$ cat config.mk
export PLATFORM = sky130hd
export DESIGN_NAME = adc_qscan_ctrl
export DESIGN_NICKNAME = d
export VERILOG_FILES = /design/src/rtl/adc_qscan_pkg.sv /design/src/rtl/qscan_cmd_mem.sv /design/src/rtl/qscan_flags.sv /design/src/rtl/qscan_seq.sv /design/src/rtl/adc_qscan_ctrl.sv
export SDC_FILE = /design/constraint.sdc
export NUM_CORES = 1
export LEC_CHECK = 0
export ABC_AREA = 1
export BUFFER_PORTS_ARGS = -buffer_cell sky130_fd_sc_hd__buf_4
export CAP_MARGIN = 20
export CORE_ASPECT_RATIO = 0.75
export CORE_MARGIN = 2
export CORE_UTILIZATION = 55
export CTS_BUF_LIST = sky130_fd_sc_hd__clkbuf_16
export CTS_CLUSTER_DIAMETER = 150
export DETAILED_ROUTE_END_ITERATION = 7
export GPL_ROUTABILITY_DRIVEN = 0
export PLACE_DENSITY = 0.76
export RECOVER_POWER = 50
export SLEW_MARGIN = 20
export SYNTH_ARGS = -nofsm -noshare
export SYNTH_HDL_FRONTEND = slang
export SYNTH_SLANG_ARGS = --single-unit
$ cat constraint.sdc
create_clock -name clk_i -period 1.71 [get_ports clk_i]
set_input_delay 0.342 -clock clk_i [delete_from_list [all_inputs] [get_ports clk_i]]
set_output_delay 0.342 -clock clk_i [all_outputs]
set_load 0.005 [all_outputs]
$ cat src/rtl/adc_qscan_pkg.sv
package adc_qscan_pkg;

  typedef enum logic [2:0] {
    MODE_OFF         = 3'd0,
    MODE_SW_SINGLE   = 3'd1,
    MODE_SW_CONT     = 3'd2,
    MODE_TRIG_SINGLE = 3'd3,
    MODE_TRIG_CONT   = 3'd4,
    MODE_GATED       = 3'd5
  } scan_mode_e;

  typedef enum logic [1:0] {
    ST_IDLE   = 2'd0,
    ST_ACTIVE = 2'd1,
    ST_PAUSED = 2'd2
  } q_state_e;

  localparam int FLAG_PAUSE = 0;
  localparam int FLAG_COMP  = 1;
  localparam int FLAG_TOR   = 2;
  localparam int NUM_FLAGS  = 3;

  function automatic logic is_sw_mode(scan_mode_e m);
    return (m == MODE_SW_SINGLE) || (m == MODE_SW_CONT);
  endfunction

  function automatic logic is_trig_mode(scan_mode_e m);
    return (m == MODE_TRIG_SINGLE) || (m == MODE_TRIG_CONT);
  endfunction

endpackage

$ cat src/rtl/qscan_cmd_mem.sv
module qscan_cmd_mem #(
  parameter int DEPTH  = 16,
  parameter int WORD_W = 8,
  localparam int PTR_W = $clog2(DEPTH)
) (
  input  logic              clk_i,
  input  logic              rst_ni,
  input  logic              we_i,
  input  logic [PTR_W-1:0]  waddr_i,
  input  logic [WORD_W-1:0] wdata_i,
  input  logic [PTR_W-1:0]  raddr_a_i,
  output logic [WORD_W-1:0] rdata_a_o,
  input  logic [PTR_W-1:0]  raddr_b_i,
  output logic [WORD_W-1:0] rdata_b_o
);

  logic [WORD_W-1:0] mem_q [DEPTH];

  always_ff @(posedge clk_i or negedge rst_ni) begin
    if (!rst_ni) begin
      for (int i = 0; i < DEPTH; i++) mem_q[i] <= '0;
    end else if (we_i) begin
      mem_q[waddr_i] <= wdata_i;
    end
  end

  assign rdata_a_o = mem_q[raddr_a_i];
  assign rdata_b_o = mem_q[raddr_b_i];

endmodule

$ cat src/rtl/qscan_flags.sv
module qscan_flags #(
  parameter int N = 3
) (
  input  logic         clk_i,
  input  logic         rst_ni,
  input  logic [N-1:0] set_i,
  input  logic         rd_i,
  input  logic         wr_i,
  input  logic [N-1:0] wdata_i,
  output logic [N-1:0] flag_o
);

  logic [N-1:0] flag_q, rd1_q;

  for (genvar g = 0; g < N; g++) begin : g_flag
    always_ff @(posedge clk_i or negedge rst_ni) begin
      if (!rst_ni) begin
        flag_q[g] <= 1'b0;
        rd1_q[g]  <= 1'b0;
      end else begin
        // set beats a simultaneous clear
        if (set_i[g])                              flag_q[g] <= 1'b1;
        else if (wr_i && !wdata_i[g] && rd1_q[g])  flag_q[g] <= 1'b0;
        if (wr_i)      rd1_q[g] <= 1'b0;
        else if (rd_i) rd1_q[g] <= flag_q[g];
      end
    end
  end

  assign flag_o = flag_q;

endmodule

$ cat src/rtl/qscan_seq.sv
module qscan_seq
  import adc_qscan_pkg::*;
#(
  parameter int DEPTH  = 16,
  localparam int PTR_W = $clog2(DEPTH)
) (
  input  logic                 clk_i,
  input  logic                 rst_ni,
  input  scan_mode_e           mode_i,
  input  logic                 sw_start_i,
  input  logic                 trig_i,
  input  logic                 gate_i,
  input  logic                 cmd_pause_i,
  input  logic                 cmd_eoq_i,
  input  logic                 conv_done_i,
  input  logic                 comp_flag_i,
  output logic [PTR_W-1:0]     ptr_o,
  output q_state_e             state_o,
  output logic                 conv_req_o,
  output logic [NUM_FLAGS-1:0] set_o
);

  q_state_e         st_q, st_d;
  logic [PTR_W-1:0] ptr_q, ptr_d;
  logic             eoq_seen_q, eoq_seen_d;

  logic sw_m, trig_m, gated_m, run_m, start_ev, last_w;

  assign sw_m    = is_sw_mode(mode_i);
  assign trig_m  = is_trig_mode(mode_i);
  assign gated_m = (mode_i == MODE_GATED);
  assign run_m   = sw_m || trig_m || gated_m;
  assign start_ev = (sw_m && sw_start_i) || (trig_m && trig_i) || (gated_m && gate_i);
  assign last_w  = cmd_eoq_i || (ptr_q == PTR_W'(DEPTH - 1));

  always_comb begin
    st_d       = st_q;
    ptr_d      = ptr_q;
    eoq_seen_d = (gated_m && gate_i) ? eoq_seen_q : 1'b0;
    set_o      = '0;
    unique case (st_q)
      ST_IDLE: begin
        if (start_ev) begin
          st_d  = ST_ACTIVE;
          ptr_d = '0;
        end
      end
      ST_PAUSED: begin
        if (!run_m) begin
          st_d  = ST_IDLE;
          ptr_d = '0;
        end else if (start_ev) begin
          st_d = ST_ACTIVE;
        end
      end
      ST_ACTIVE: begin
        if (!run_m || (gated_m && !gate_i)) begin
          st_d  = ST_IDLE;
          ptr_d = '0;
        end else begin
          if (trig_m && trig_i) set_o[FLAG_TOR] = 1'b1;
          if (conv_done_i) begin
            if (last_w) begin
              set_o[FLAG_COMP] = 1'b1;
              if (cmd_pause_i) set_o[FLAG_PAUSE] = 1'b1;
              ptr_d = '0;
              if (gated_m) begin
                if (eoq_seen_q && comp_flag_i) set_o[FLAG_TOR] = 1'b1;
                eoq_seen_d = 1'b1;
              end else if (mode_i != MODE_SW_CONT) begin
                st_d = ST_IDLE;
              end
            end else begin
              ptr_d = ptr_q + 1'b1;
              if (cmd_pause_i) begin
                set_o[FLAG_PAUSE] = 1'b1;
                if (!sw_m) st_d = ST_PAUSED;
              end
            end
          end
        end
      end
      default: begin
        st_d  = ST_IDLE;
        ptr_d = '0;
      end
    endcase
  end

  always_ff @(posedge clk_i or negedge rst_ni) begin
    if (!rst_ni) begin
      st_q       <= ST_IDLE;
      ptr_q      <= '0;
      eoq_seen_q <= 1'b0;
    end else begin
      st_q       <= st_d;
      ptr_q      <= ptr_d;
      eoq_seen_q <= eoq_seen_d;
    end
  end

  assign ptr_o      = ptr_q;
  assign state_o    = st_q;
  assign conv_req_o = (st_q == ST_ACTIVE);

endmodule

$ cat src/rtl/adc_qscan_ctrl.sv
module adc_qscan_ctrl
  import adc_qscan_pkg::*;
#(
  parameter int DEPTH  = 16,
  parameter int CHAN_W = 6,
  parameter int DATA_W = 16
) (
  input  logic                     clk_i,
  input  logic                     rst_ni,
  input  logic                     reg_we_i,
  input  logic                     reg_re_i,
  input  logic [$clog2(DEPTH):0]   reg_addr_i,
  input  logic [DATA_W-1:0]        reg_wdata_i,
  output logic [DATA_W-1:0]        reg_rdata_o,
  input  logic                     trig_i,
  input  logic                     gate_i,
  output logic                     conv_req_o,
  output logic [CHAN_W-1:0]        conv_chan_o,
  input  logic                     conv_done_i,
  output logic                     irq_o
);

  localparam int PTR_W    = $clog2(DEPTH);
  localparam int ADDR_W   = PTR_W + 1;
  localparam int CMD_W    = CHAN_W + 2;
  localparam int PAUSE_B  = CHAN_W;
  localparam int EOQ_B    = CHAN_W + 1;
  localparam int IE_LSB   = 4;
  localparam int START_B  = 8;
  localparam int ST_LSB   = 4;
  localparam int PTR_LSB  = 8;
  localparam logic [ADDR_W-1:0] CTRL_ADDR = ADDR_W'(DEPTH);
  localparam logic [ADDR_W-1:0] STAT_ADDR = ADDR_W'(DEPTH + 1);

  logic is_cmd, is_ctrl, is_stat;
  assign is_cmd  = !reg_addr_i[PTR_W];
  assign is_ctrl = (reg_addr_i == CTRL_ADDR);
  assign is_stat = (reg_addr_i == STAT_ADDR);

  logic status_wr, status_rd;
  assign status_wr = reg_we_i && is_stat;
  assign status_rd = reg_re_i && is_stat;

  // control word; start is delayed so it sees a mode written with it
  scan_mode_e           mode_q;
  logic [NUM_FLAGS-1:0] ie_q;
  logic                 start_q;

  always_ff @(posedge clk_i or negedge rst_ni) begin
    if (!rst_ni) begin
      mode_q  <= MODE_OFF;
      ie_q    <= '0;
      start_q <= 1'b0;
    end else begin
      start_q <= reg_we_i && is_ctrl && reg_wdata_i[START_B];
      if (reg_we_i && is_ctrl) begin
        mode_q <= scan_mode_e'(reg_wdata_i[2:0]);
        ie_q   <= reg_wdata_i[IE_LSB +: NUM_FLAGS];
      end
    end
  end

  logic [PTR_W-1:0] ptr;
  logic [CMD_W-1:0] cur_cmd, rd_cmd;

  qscan_cmd_mem #(.DEPTH(DEPTH), .WORD_W(CMD_W)) u_mem (
    .clk_i     (clk_i),
    .rst_ni    (rst_ni),
    .we_i      (reg_we_i && is_cmd),
    .waddr_i   (reg_addr_i[PTR_W-1:0]),
    .wdata_i   (reg_wdata_i[CMD_W-1:0]),
    .raddr_a_i (ptr),
    .rdata_a_o (cur_cmd),
    .raddr_b_i (reg_addr_i[PTR_W-1:0]),
    .rdata_b_o (rd_cmd)
  );

  q_state_e             st;
  logic [NUM_FLAGS-1:0] flag_set, flags;

  qscan_seq #(.DEPTH(DEPTH)) u_seq (
    .clk_i       (clk_i),
    .rst_ni      (rst_ni),
    .mode_i      (mode_q),
    .sw_start_i  (start_q),
    .trig_i      (trig_i),
    .gate_i      (gate_i),
    .cmd_pause_i (cur_cmd[PAUSE_B]),
    .cmd_eoq_i   (cur_cmd[EOQ_B]),
    .conv_done_i (conv_done_i),
    .comp_flag_i (flags[FLAG_COMP]),
    .ptr_o       (ptr),
    .state_o     (st),
    .conv_req_o  (conv_req_o),
    .set_o       (flag_set)
  );

  qscan_flags #(.N(NUM_FLAGS)) u_flags (
    .clk_i   (clk_i),
    .rst_ni  (rst_ni),
    .set_i   (flag_set),
    .rd_i    (status_rd),
    .wr_i    (status_wr),
    .wdata_i (reg_wdata_i[NUM_FLAGS-1:0]),
    .flag_o  (flags)
  );

  assign conv_chan_o = cur_cmd[CHAN_W-1:0];
  assign irq_o       = |(flags & ie_q);

  always_comb begin
    reg_rdata_o = '0;
    if (is_cmd) begin
      reg_rdata_o[CMD_W-1:0] = rd_cmd;
    end else if (is_ctrl) begin
      reg_rdata_o[2:0]                   = mode_q;
      reg_rdata_o[IE_LSB +: NUM_FLAGS]   = ie_q;
    end else if (is_stat) begin
      reg_rdata_o[NUM_FLAGS-1:0]         = flags;
      reg_rdata_o[ST_LSB +: 2]           = st;
      reg_rdata_o[PTR_LSB +: PTR_W]      = ptr;
    end
  end

endmodule

After elaboration in Yosys (flattened, before gate mapping)
Index checks and enable logic that the tools add are counted.

operators by class
  add/sub/neg operators = 1
  order comparisons = 3
  equality and inequality tests = 18
  multiplexer cells = 63
  bitwise gates (word level) = 3
  reduce and logical (&&, ||, !) cells = 39

operator list
  cell                                                         count
  bitwise mux 128 bit                                          1
  binary-select mux 8 bit (select 4 bit)                       2
  2-to-1 mux 8 bit                                             5
  demux 8 bit (select 4 bit)                                   1
  2-to-1 mux 4 bit                                             8
  2-to-1 mux 1 bit                                             25
  2-to-1 mux 2 bit                                             12
  2-to-1 mux 3 bit                                             7
  logical AND 1 bit                                            17
  inequality test 4 bit (second input constant)                3
  case mux 4 bit (3 select lines)                              1
  == test 5 bit (second input constant)                        2
  greater-or-equal comparator 5 bit (second input constant)    2
  inverter 4 -> 5 bit                                          2
  logical OR 1 bit                                             8
  nonzero test 2 bit                                           4
  == test 3 x 2 -> 1 bit (second input constant)               2
  == test 3 bit (second input constant)                        2
  zero test 1 bit                                              6
  case mux 2 bit (3 select lines)                              1
  less-than comparator 5 x 1 -> 1 bit (second input constant)  1
  AND reduction 5 bit                                          1
  adder 4 x 1 -> 4 bit (second input constant)                 1
  == test 4 bit (second input constant)                        1
  other kinds (12)                                             12

word-level totals
  flip-flop bits (word level) = 148
  input port bits = 28
  output and inout bits = 24

Longest topological paths before layout
Gate-level depths: netlist of the first run.

  depth in word-level cells = 11
  mapped depth = 14
  mapped depth without buffers = 12

Hierarchy
A second synthesis of the first run with hierarchy kept.

unflattened totals
  cell total of the unflattened synthesis = 1,344
  area total of the unflattened synthesis = 8,952.3 sq um

by module, submodules not included
  module          times used  cells each  area each (sq um)  sequential area each (sq um)
  qscan_cmd_mem   1           1,125       7,507.2            3,203.1
  qscan_seq       1           99          628.1              175.2
  adc_qscan_ctrl  1           88          561.8              175.2
  qscan_flags     1           32          255.2              150.1

Worst setup path before layout of the first run
OpenSTA, ideal clock, no wires.

  path type = register to output
  from = register u_seq.ptr_q[0] (netlist: u_seq.ptr_o[0])
  to = output conv_chan_o[2]
  data arrival time = 1.349 ns
  data required time = 1.368 ns
  path slack = 0.019 ns
  cell stages (with the launch flop) = 9
  path buffers = 3
  path through = dfrtp_1 > buf_6 > inv_8 > buf_12 > clkbuf_1 > o21ai_0 > o211ai_1 > o211ai_1 > nand3_1

on the way
  word-level cells in the longest chain between the ends = 4

RTL lines
  element                                              line                  text
  start: declaration                                   qscan_seq.sv:24       logic [PTR_W-1:0] ptr_q, ptr_d;
  start signal: assignment                             qscan_seq.sv:97       ptr_q <= ptr_d;
  inverter 4 -> 5 bit (not written as such)            qscan_cmd_mem.sv:27   assign rdata_a_o = mem_q[raddr_a_i];
  binary-select mux 8 bit (select 4 bit)               qscan_cmd_mem.sv:27
  2-to-1 mux 8 bit (not written as such) (2 in a row)  qscan_cmd_mem.sv:27
  end: declaration                                     adc_qscan_ctrl.sv:18  output logic [CHAN_W-1:0] conv_chan_o,

No other way between the ends. The select of a mux whose other input is x is not followed.

Worst setup path after layout of the first run
Same ends and word-level chain as after synthesis.

==> results by group, run 1 <==
Run status
  – Status: finished with violations
  – Failing checks: negative setup slack

Cells and area
  – Most common cell after layout, fill and taps aside: nand2_1
  – Core Util, Final: 73.8%
  – Inserted Diodes: 0
  – Ratio of cells with drive above 1 in the final layout: 27.1%
  – Commonest cells after routing, fill and taps aside: 267 x nand2_1, 145 x dfrtp_1, 136 x buf_4, 133 x o21ai_1, 77 x o21ai_0
  – Synth-to-layout area growth: 30.0%
  – Fill count: 1067
  – Total Nets Final: 1252

Place
  – I/O Buffers: 40
  – DP Wirelength: 18100 microns

Timing
  – Worst slew pin tran: 1.02 ns
  – Final period utilization: 140%
  – Highest Clock Rate: 419 MHz
  – Max Slew Vio Count: 0
  – RSZ-0062 raised after global routing: yes
  – Fin Setup TNS: -8.66 ns
  – Setup Viol. Count Final: 26
  – Max transition margin: 32.2%
  – Final min period: 2.39 ns
  – Setup WS post-layout: -0.676 ns
  – Clock skew: 0.00734 ns
  – Final Hold Fails: 0

Pwr
  – PD cells: 1260 nW/um^2
  – Maximum vdd ir drop: 0.000944 V
  – Lkg Pwr: 4.99 nW

Route
  – Violation count after the first detailed-route iteration: 1322
  – DRT antenna net count: 0
  – Via/cell ratio: 6.04
  – Drc violations: 0
  – DR WL/cell: 19.5 microns
  – Vias after detailed routing: 8667
  – Final WL: 28000 microns
  – Drt pass-1 iters: 7

Floorplanning
  – # IOs: 52
  – Die area: 16000 sq um
  – Core area: 14500 sq um
  – Row count: 38
  – Chip height: 110 microns
  – Initial Utilization: 56.8%
  – Horiz. Die Dim: 145 microns

Clocking
  – CTS clk-pin slew, worst paths: 0.06 ns
  – CTS root buffer: clkbuf_16
  – CTS tree: yes
  – CTS sink count: 148
  – Clk Latency, worst-skew pair: 0.42 ns
  – # H-tree levels: 4
  – CTS max path bufs: 2
  – CTS Buf Count: 17

Synthesis
  – Unique masters post-synth: 35
  – Mapped Area: 8260 sq um
  – Yosys warns: 0
  – Synth Area in Compound Gates: 21.8%
  – Adder-cell share of the synthesized area: 0.152%
  – Post-synth EDFFs: 0
  – Synth Area in XOR/XNOR: 0%
  – Avg Inst Size Synth: 7.61 sq um
  – Cells after Synth: 1085
  – Simple-Gate Fraction of Synth Area: 23.4%
  – Top_reg_cell synth: dfrtp_1
  – Mux cell area share after synthesis: 0%
  – #FFs+latches synth: 148
  – Largest family of logic cells by synthesized area: simple AND/OR/NAND/NOR gates
  – Synth async-reset ratio: 100%
  – Sequential fraction of the synthesis area: 44.9%

Global route
  – Total track usage: 34.3%
  – Pin count of the biggest net entering global routing: 39
  – GRT met2 Usage: 49.1%
  – GR peak layer: met2
  – Vias in the first global route: 7742
  – Initial antenna violation count: 0
  – Overflow after GRT: 0
  – First-pass GRT wire length: 42000 microns
  – Met1 global-route usage: 48.2%
  – GRT met3 Usage: 12.0%

Setup path
  – Buf/Inv on CP: 3
  – Startpoint types: flop
  – Worst-path maximum fanout: 14
  – Delay-heaviest family, CP: compound AO/OA/AOI/OAI gates
  – Slowest CP cell: dfrtp_2
  – Worst setup path class: flop to primary output
  – Cell chain of the critical path: buf_12, inv_12, o21ai_0, o21ai_1, o211ai_1, nand3_1, buf_4
  – CP peak stage delay: 0.50 ns
  – CP endpoint kind: primary output
  – Arr. time, crit path: 2.04 ns
  – Worst path required time: 1.37 ns

Run
  – Max cap viols: 0

Worst hold path
  – Worst Hold Class: primary input to flop
==> power breakdown <==
part	internal [mW]	leakage (nW)	switching, mW
clock	2.28	0.283	1.53
combinational	2.11	2.80	2.83
sequential	4.17	1.91	0.604
total	8.55	4.99	4.96
==> worst min-delay path: cells and delay by family <==
kind | cells | cell delay, ns
and+or+nand+nor | 1 | 0.03
buffers and inverters | 2 | 0.14
==> synth_stat cells, types with 2 or more instances <==
master / instances / area (sq um)
a22oi_1: 24 / 180
buf_6: 5 / 56.3
buf_4: 7 / 52.6
nand4_1: 9 / 56.3
inv_2: 11 / 41.3
o21ai_0: 108 / 541
nor2_2: 11 / 68.8
nor2_1: 48 / 180
nand3_2: 8 / 80.1
clkbuf_1: 23 / 86.3
o22ai_1: 17 / 106
nor2_8: 3 / 60.1
buf_2: 30 / 150
inv_4: 3 / 18.8
a21oi_1: 25 / 125
dfrtp_1: 148 / 3700
o211ai_1: 36 / 270
o21ai_1: 111 / 556
nor3_4: 2 / 32.5
inv_1: 94 / 353
nand2_1: 269 / 1010
nand3_1: 62 / 310
nand2_2: 14 / 87.6
buf_1: 2 / 7.51
nor3_1: 5 / 25.0
==> path summary, 6_finish.rpt <==
path | startpoint | endpoint | slack (ns) | cells after the start
min | reg_wdata_i[8] | start_q$_DFF_PN0_ | 0.13 | 3
max in group asynchronous | rst_ni | u_mem.mem_q[113]$_DFFE_PN0P_ | 0.13 | 3
max | u_seq.ptr_o[0]$_DFFE_PN0P_ | conv_chan_o[2] | -0.68 | 7
min reg2reg | u_mem.mem_q[38]$_DFFE_PN0P_ | u_mem.mem_q[38]$_DFFE_PN0P_ | 0.49 | 2
min in group asynchronous | rst_ni | u_mem.mem_q[43]$_DFFE_PN0P_ | 0.63 | 2
max reg2reg | u_seq.ptr_o[0]$_DFFE_PN0P_ | u_seq.state_o[1]$_DFFE_PN0P_ | -0.19 | 14
==> metrics by stage <==
step	setup WS (ns)	total power [mW]	std cells	cell area [sq um]	hold slack, ns
2_1_floorplan	0.0194	7.16	1088	8270	0.0464
5_1_grt	-0.710	14.1	1436	10700	0.127
3_3_place_gp	-0.290	8.54	1363	9430	0.277
3_5_place_dp	-0.303	8.66	1363	9430	0.277
6_report	-0.676	13.5	1436	10700	0.130
4_1_cts	-0.584	13.0	1421	10500	0.124
==> layout make-up <==
type,count,area (sq um),area share (%)
Multi-Input combinational cell,762,4000,37.2
Sequential cell,148,3710,34.5
Timing Repair Buffer,184,1740,16.2
Inverter,109,434,4.05
Clock buffer,17,425,3.96
Tap cell,200,250,2.33
Clock inverter,15,166,1.55
Timing Repair inverter,1,16.3,0.152
==> kinds of logic (layout without fill, tap and decap cells) <==
kind of cell | Yosys count | after routing
AND/OR/NAND/NOR | 433 | 433
other | 1 | 4
AO/OA/AOI/OAI | 324 | 324
flip-flops | 148 | 148
buffers and inverters | 178 | 326
adder cells (fa/ha/maj) | 1 | 1
==> routing by layer <==
layer | routed length, microns | part of all wire (%) | vias to the layer above
met5 | 0 | 0 | -
met4 | 1230 | 4.4 | 0
met3 | 3720 | 13 | 117
met2 | 11900 | 42 | 617
met1 | 11200 | 40 | 4028
li1 | - | - | 3905
==> repair_timing <==
action,CTS,global route
endpoints found under the hold margin,29,0
pin swaps,44,48
resized for setup,80,68
gates cloned,2,1
setup buffers,23,14
hold buffers,1,0
setup endpoints to repair,28,28
==> registers in the layout, summed over array words and instances (netlist names) <==
signal and flops:
ie_q 3, mode_q 3, start_q 1, u_flags.flag_o 3, u_flags.rd1_q 3, u_mem.mem_q 128, u_seq.eoq_seen_q 1, u_seq.ptr_o 4
u_seq.state_o 2
(Power assumes the default switching activity.)
==> run 2, diff against run 1 <==
Settings changed: SKIP_CTS_REPAIR_TIMING set to 1.
==> run 2 against run 1 <==
Effect of this change: the flow still finishes with violations (negative setup slack); die area unchanged; clock power is essentially flat; first-iteration DRC count increased by 2.3%; sequential share of layout area grew 1.2 points; critical endpoint is now conv_chan_o[5]; largest cell class unchanged; highest routed layer unchanged.
==> results by group, run 2 (same netlist as run 1, synthesis figures left out) <==
Run status
  – Status: finished with violations (unchanged)
  – Failing checks: negative setup slack (unchanged)

Setup path
  – RR Startpoint: u_seq.ptr_o[0]$_DFFE_PN0P_ (unchanged)
  – Worst setup path class: flop to primary output (unchanged)
  – Delay-heaviest family, CP: buffers and inverters (was compound AO/OA/AOI/OAI gates)
  – Buf/Inv on CP: 3 (unchanged)
  – Cell chain of the critical path: buf_4, buf_4, a21oi_1, o21ai_0, o211ai_1, o211ai_1, nand3_1, buf_4 (was buf_12, inv_12, o21ai_0, o21ai_1, o211ai_1, nand3_1, buf_4)
  – RR Endpoint: u_flags.flag_o[2]$_DFFE_PN0P_ (was u_seq.state_o[1]$_DFFE_PN0P_)
  – Worst-path maximum fanout: 13 (was 14)
  – CP peak stage delay: 0.47 ns (was 0.50 ns)
  – CP endpoint kind: primary output (unchanged)
  – Worst path required time: 1.37 ns (about the same)
  – Arr. time, crit path: 2.04 ns (about the same)
  – Most used cell, CP: buf_4
  – FF-to-FF setup slack: -0.18 ns (was -0.19 ns)
  – Slowest CP cell: dfrtp_2 (unchanged)
  – Startpoint types: flop (unchanged)
  – R2R cell count: 11 (was 14)

Pwr
  – Power consumption: 12.8 mW (was 13.5 mW)
  – Maximum vdd ir drop: 0.000884 V (was 0.000944 V)
  – Lkg Pwr: 4.83 nW (was 4.99 nW)
  – PD cells: 1230 nW/um^2 (was 1260 nW/um^2)

Global route
  – Overflow after GRT: 0 (unchanged)
  – Pin count of the biggest net entering global routing: 39 (unchanged)
  – Vias in the first global route: 7401 (was 7742)
  – Initial antenna violation count: 0 (unchanged)
  – First-pass GRT wire length: 40000 microns (was 42000 microns)
  – Total track usage: 32.6% (was 34.3%)

Route
  – DRT antenna net count: 0 (unchanged)
  – Vias after detailed routing: 8443 (was 8667)
  – Via/cell ratio: 5.95 (was 6.04)
  – DR WL/cell: 18.6 microns (was 19.5 microns)
  – Routed wl met3: 3310 microns (was 3720 microns)
  – Drt pass-1 iters: 7 (unchanged)
  – Final WL: 26400 microns (was 28000 microns)
  – Max layer used: met4 (unchanged)
  – Drc violations: 0 (unchanged)
  – Met1 WL: 11100 microns (was 11200 microns)
  – Violation count after the first detailed-route iteration: 1353 (was 1322)
  – Met2 wirelength from detailed routing: 11200 microns (was 11900 microns)

Timing
  – RSZ-0062 raised after global routing: yes (unchanged)
  – Setup WS post-layout: -0.672 ns (was -0.676 ns)
  – Final min period: 2.38 ns (was 2.39 ns)
  – Clock skew: 0.00556 ns (was 0.00734 ns)
  – Setup Viol. Count Final: 34 (was 26)
  – Highest Clock Rate: 420 MHz (was 419 MHz)
  – Final Hold Fails: 0 (unchanged)
  – Max Slew Vio Count: 0 (unchanged)
  – Final period utilization: 139% (was 140%)
  – Worst slew pin tran: 1.02 ns (about the same)
  – Max transition margin: 31.9% (was 32.2%)

Floorplanning
  – Horiz. Die Dim: 145 microns (unchanged)
  – Chip height: 110 microns (unchanged)
  – # IOs: 52 (unchanged)
  – Die area: 16000 sq um (unchanged)
  – Row count: 38 (unchanged)
  – Core area: 14500 sq um (unchanged)
  – Initial Utilization: 56.8% (unchanged)

Clocking
  – CTS max path bufs: 2 (unchanged)
  – CTS root buffer: clkbuf_16 (unchanged)
  – CTS clk-pin slew, worst paths: 0.06 ns (about the same)
  – CTS sink count: 148 (unchanged)
  – Clk Latency, worst-skew pair: 0.43 ns (was 0.42 ns)
  – CTS tree: yes (unchanged)
  – # H-tree levels: 4 (unchanged)
  – CTS Buf Count: 17 (unchanged)

Place
  – Post-placement cell area: 9430 sq um (unchanged)
  – DP Wirelength: 18100 microns (unchanged)
  – I/O Buffers: 40 (unchanged)
  – Pre-CTS WS: -0.303 ns (unchanged)

Cells and area
  – Fill count: 1145 (was 1067)
  – Max reg flops: 128 (unchanged)
  – Top reg by flops: u_mem.mem_q (unchanged)
  – Commonest cells after routing, fill and taps aside: 266 x nand2_1, 147 x dfrtp_1, 134 x buf_4, 120 x o21ai_1, 96 x o21ai_0 (was 267 x nand2_1, 145 x dfrtp_1, 136 x buf_4, 133 x o21ai_1, 77 x o21ai_0)
  – Register Area: 3700 sq um (was 3710 sq um)
  – Ratio of cells with drive above 1 in the final layout: 24.3% (was 27.1%)
  – Total Nets Final: 1235 (was 1252)
  – Most common cell after layout, fill and taps aside: nand2_1 (unchanged)
  – Multi-input gate area: 3910 sq um (was 4000 sq um)
  – Final instance area: 10400 sq um (was 10700 sq um)
  – Inserted Diodes: 0 (unchanged)
  – Synth-to-layout area growth: 25.5% (was 30.0%)

Worst hold path
  – Hold Path End: start_q$_DFF_PN0_ (unchanged)
  – Worst Hold Class: primary input to flop (unchanged)
  – Hold depth: 3 (unchanged)
  – Hold Crit Start: reg_wdata_i[8] (unchanged)

Run
  – Max cap viols: 0 (unchanged)
==> run 2: changes by cell type in the layout (fill, tap and decap cells not counted), moves of 3 or more <==
cell | previous run | this run
o21ai_2 | 7 | 2
buf_12 | 18 | 14
nand3_1 | 54 | 59
nor2_4 | 6 | 3
buf_6 | 22 | 13
o21ai_0 | 77 | 96
nand3_2 | 16 | 11
inv_1 | 74 | 77
inv_2 | 33 | 30
o21ai_1 | 133 | 120
==> run 2: worst max-delay path by stage <==
stage	startpoint	endpoint	slack, ns	depth (start not counted)
after floorplan	u_seq.ptr_o[0]$_DFFE_PN0P_	conv_chan_o[2]	0.02	8
after global placement	reg_addr_i[1]	reg_rdata_o[6]	-0.29	10
after detailed placement	reg_addr_i[0]	reg_rdata_o[3]	-0.30	11
after CTS	u_seq.ptr_o[0]$_DFFE_PN0P_	conv_chan_o[5]	-0.62	8
after global routing	u_seq.ptr_o[0]$_DFFE_PN0P_	conv_chan_o[1]	-0.72	8
final	u_seq.ptr_o[0]$_DFFE_PN0P_	conv_chan_o[5]	-0.67	8
==> run 2: layout make-up <==
| cell class | instances | area share, % |
|---|---|---|
| well taps | 200 | 2.41 |
| multi-input cells | 762 | 37.8 |
| clock inverters | 15 | 1.61 |
| clock buffers | 17 | 4.10 |
| repair buffers | 168 | 14.2 |
| flip-flops and latches | 148 | 35.7 |
| inverters | 109 | 4.16 |
==> run 2: worst min-delay path, delay by kind of cell <==
kind	cells	cell delay [ns]
AND/OR/NAND/NOR	1	0.03
buffers and inverters	2	0.14
==> run 2: metal layers <==
metal / up-vias / GRT usage [%]
met3: 96 / 9.47
li1: 3872 / -
met1: 3896 / 46.8
met2: 579 / 47.6
met5: - / 0
met4: 0 / 11.1
==> run 2: per-stage QoR <==
stage,cells,TNS [ns],hold WS (ns),util [%]
after floorplan,1088,0,0.0464,-
after global placement,1363,-5.91,0.277,64.8
after detailed placement,1363,-8.76,0.277,64.8
after CTS,1395,-7.86,-0.168,68.9
after global routing,1419,-14.40,0.130,71.2
final,1419,-9.97,0.128,71.2
==> run 2: power by group <==
group	switching [mW]	internal, mW	total, mW
clock	1.51	2.28	3.79
combinational	2.54	1.72	4.26
sequential	0.569	4.17	4.74
==> run 3, diff against run 2 <==
Settings changed: ABC_AREA 1 to 0.
==> run 3 against run 2 <==
Effect of this change: the run still ends with negative setup slack left; utilization is 1.3 points higher; sequential share of layout area fell by 0.37 points; setup slack worse by 0.24 ns; synthesized area shrank 1.4%; clock skew decreased by 0.0018 ns; final cell count down 34%; combinational power fell by 11%; clock-buffer cell count is the same; clock power increased by 3%; worst hold slack better by 0.055 ns; power shrank 2.0%; critical path type unchanged; critical endpoint is now conv_chan_o[4]; largest cell class unchanged.
==> results by group, run 3 <==
Run status
  – Status: finished with violations (unchanged)
  – Failing checks: negative setup slack (unchanged)

Timing
  – Max Slew Vio Count: 0 (unchanged)
  – RSZ-0062 raised after global routing: yes (unchanged)
  – Final Hold Fails: 0 (unchanged)
  – Clock skew: 0.00380 ns (was 0.00556 ns)
  – Final hold slack: 0.184 ns (was 0.128 ns)
  – Setup WS post-layout: -0.913 ns (was -0.672 ns)
  – Fin Setup TNS: -16.47 ns (was -9.97 ns)
  – Max transition margin: 40.2% (was 31.9%)
  – Setup Viol. Count Final: 29 (was 34)
  – Final min period: 2.62 ns (was 2.38 ns)
  – Worst slew pin tran: 0.897 ns (was 1.02 ns)
  – Final period utilization: 153% (was 139%)
  – Highest Clock Rate: 381 MHz (was 420 MHz)

Cells and area
  – Inserted Diodes: 0 (unchanged)
  – Synth-to-layout area growth: 28.7% (was 25.5%)
  – Max reg flops: 128 (unchanged)
  – Total Nets Final: 750 (was 1235)
  – Commonest cells after routing, fill and taps aside: 144 x dfrtp_1, 142 x buf_4, 135 x mux2_2, 73 x mux4_2, 20 x nand2_1 (was 266 x nand2_1, 147 x dfrtp_1, 134 x buf_4, 120 x o21ai_1, 96 x o21ai_0)
  – Fill count: 960 (was 1145)
  – Most common cell after layout, fill and taps aside: dfrtp_1 (was nand2_1)
  – Top reg by flops: u_mem.mem_q (unchanged)
  – Final instance area: 10500 sq um (was 10400 sq um)
  – Ratio of cells with drive above 1 in the final layout: 61.4% (was 24.3%)

Clocking
  – CTS tree: yes (unchanged)
  – # H-tree levels: 4 (unchanged)
  – CTS clk-pin slew, worst paths: 0.06 ns (about the same)
  – CTS Buf Count: 17 (unchanged)
  – CTS root buffer: clkbuf_16 (unchanged)
  – Clk Latency, worst-skew pair: 0.43 ns (about the same)
  – CTS sink count: 148 (unchanged)
  – CTS max path bufs: 2 (unchanged)

Route
  – DR WL/cell: 24.9 microns (was 18.6 microns)
  – Via/cell ratio: 6.35 (was 5.95)
  – Violation count after the first detailed-route iteration: 544 (was 1353)
  – Drc violations: 0 (unchanged)
  – Final WL: 23200 microns (was 26400 microns)
  – Drt pass-1 iters: 5 (was 7)
  – DRT antenna net count: 0 (unchanged)
  – Vias after detailed routing: 5933 (was 8443)

Pwr
  – Maximum vdd ir drop: 0.000889 V (was 0.000884 V)
  – Sequential Power Share: 38.6% (was 37.1%)
  – Switching Fraction: 29.5% (was 36.1%)
  – Lkg Pwr: 4.61 nW (was 4.83 nW)
  – Power consumption: 12.5 mW (was 12.8 mW)
  – Internal power: 8.82 mW (was 8.16 mW)
  – Combinational Power Share: 30.2% (was 33.3%)
  – Clock network power share: 31.2% (was 29.6%)
  – PD cells: 1190 nW/um^2 (was 1230 nW/um^2)
  – P_sw: 3.70 mW (was 4.62 mW)

Setup path
  – Worst path required time: 1.37 ns (about the same)
  – Startpoint types: flop (unchanged)
  – Worst setup path class: flop to primary output (unchanged)
  – Arr. time, crit path: 2.28 ns (was 2.04 ns)
  – Worst-path maximum fanout: 15 (was 13)
  – Critical Path Start: u_seq.ptr_o[0]$_DFFE_PN0P_ (unchanged)
  – FF-to-FF setup slack: -0.53 ns (was -0.18 ns)
  – RR Startpoint: u_seq.ptr_o[0]$_DFFE_PN0P_ (unchanged)
  – RR Endpoint: u_seq.state_o[1]$_DFFE_PN0P_ (was u_flags.flag_o[2]$_DFFE_PN0P_)
  – CP endpoint kind: primary output (unchanged)
  – R2R cell count: 7 (was 11)

Global route
  – First-pass GRT wire length: 35700 microns (was 40000 microns)
  – Overflow after GRT: 0 (unchanged)
  – Initial antenna violation count: 0 (unchanged)
  – Vias in the first global route: 6213 (was 7401)
  – Total track usage: 31.3% (was 32.6%)
  – Pin count of the biggest net entering global routing: 54 (was 39)

Floorplanning
  – Horiz. Die Dim: 145 microns (about the same)
  – Initial Utilization: 56.3% (was 56.8%)
  – Row count: 38 (unchanged)
  – Die area: 15800 sq um (was 16000 sq um)
  – Core area: 14500 sq um (about the same)
  – # IOs: 52 (unchanged)
  – Chip height: 109 microns (was 110 microns)

Worst hold path
  – Worst Hold Class: primary input to flop (unchanged)
  – Hold Path End: start_q$_DFF_PN0_ (unchanged)
  – Hold Crit Start: reg_wdata_i[8] (unchanged)
  – Hold depth: 2 (was 3)

Synthesis
  – Top_reg_cell synth: dfrtp_1 (unchanged)
  – Leading cell type by number of instances after synthesis: dfrtp_1 (was nand2_1)
  – Largest cells by area after synthesis: dfrtp_1 45%, mux4_2 20%, mux2_2 19% (was dfrtp_1 45%, nand2_1 12%, o21ai_1 6.7%)
  – Unique masters post-synth: 50 (was 35)
  – Cells after Synth: 567 (was 1085)
  – Yosys warns: 0 (unchanged)
  – Post-synth EDFFs: 0 (unchanged)
  – List of most frequent post-synthesis cells: 148 x dfrtp_1, 136 x mux2_2, 72 x mux4_2 (was 269 x nand2_1, 148 x dfrtp_1, 111 x o21ai_1)
  – Sequential fraction of the synthesis area: 45.5% (was 44.9%)
  – Mapped Area: 8140 sq um (was 8260 sq um)
  – Synth async-reset ratio: 100% (unchanged)
  – #FFs+latches synth: 148 (unchanged)
  – Synth top area share: 45.5% (was 44.9%)
  – Avg Inst Size Synth: 14.4 sq um (was 7.61 sq um)
  – Post-synth top area cell: dfrtp_1 (unchanged)

Place
  – Pre-CTS WS: -0.633 ns (was -0.303 ns)
  – I/O Buffers: 40 (unchanged)
  – Post-placement cell area: 9600 sq um (was 9430 sq um)
  – DP Wirelength: 16300 microns (was 18100 microns)

Run
  – Max cap viols: 0 (unchanged)
[run 3: cell types whose count changed in the layout (fill, tap and decap cells not counted), sizes merged, moves of 20 or more]
cell	change
mux2	+136
mux4	+75
a21oi	-20
o21ai	-204
inv	-95
nor2	-47
nand3	-64
o211ai	-34
nand2	-263
[run 3: routing by layer]
layer,GRT usage (%),vias to the layer above,part of all wire (%)
li1,-,2486,-
met1,42.6,3123,41
met2,49.4,278,50
met3,8.41,46,7.0
met4,11.4,0,2.3
met5,0,-,0
[run 3: power groups by stage]
| stage | combinational (mW) | sequential (mW) | clock [mW] |
|---|---|---|---|
| 4_1_cts | 3.53 | 4.80 | 3.93 |
| 3_5_place_dp | 3.50 | 4.84 | 0 |
| 5_1_grt | 4.05 | 4.91 | 4.14 |
| 2_1_floorplan | 2.41 | 4.58 | 0 |
| 6_report | 3.78 | 4.84 | 3.91 |
| 3_3_place_gp | 3.36 | 4.80 | 0 |
[run 3: critical path: stages (launching register included)]
cell	delay [ns]
dfrtp_2	0.43
buf_12	0.19
mux4_2	0.53
mux4_2	0.54
buf_6	0.15
[run 3: layout make-up]
cell class              instances  area, sq um  area share, %
well taps                     200          250           2.39
repair buffers                177         1570           15.0
clock inverters                15          181           1.73
clock buffers                  17          425           4.06
inverters                      14         52.6          0.501
flip-flops and latches        148         3710           35.4
multi-input cells             363         4300           41.0
[run 3: stage by stage]
step           instances  utilization, %
2_1_floorplan        570               -
3_3_place_gp         887            66.4
3_5_place_dp         887            66.4
4_1_cts              919            70.6
5_1_grt              934            72.5
6_report             934            72.5
[run 3: kinds of logic (layout without fill, tap and decap cells)]
group | count (synthesis) | count (layout) | share of synthesized area (%)
compound gates | 49 | 49 | 4.04
buf+inv | 59 | 223 | 3.49
flops | 148 | 148 | 45.5
mux | 220 | 220 | 40.8
simple gates | 88 | 88 | 5.90
fa+ha+maj | 1 | 1 | 0.154
other cells | 1 | 4 | 0.0460
xor+xnor | 1 | 1 | 0.108
[run 3: how the worst max path moves through the flow]
| stage | depth (start not counted) | to |
|---|---|---|
| after detailed placement | 7 | reg_rdata_o[6] |
| after CTS | 4 | conv_chan_o[4] |
| final | 4 | conv_chan_o[4] |
| after global placement | 7 | reg_rdata_o[2] |
| after global routing | 4 | conv_chan_o[4] |
| after floorplan | 4 | conv_chan_o[0] |
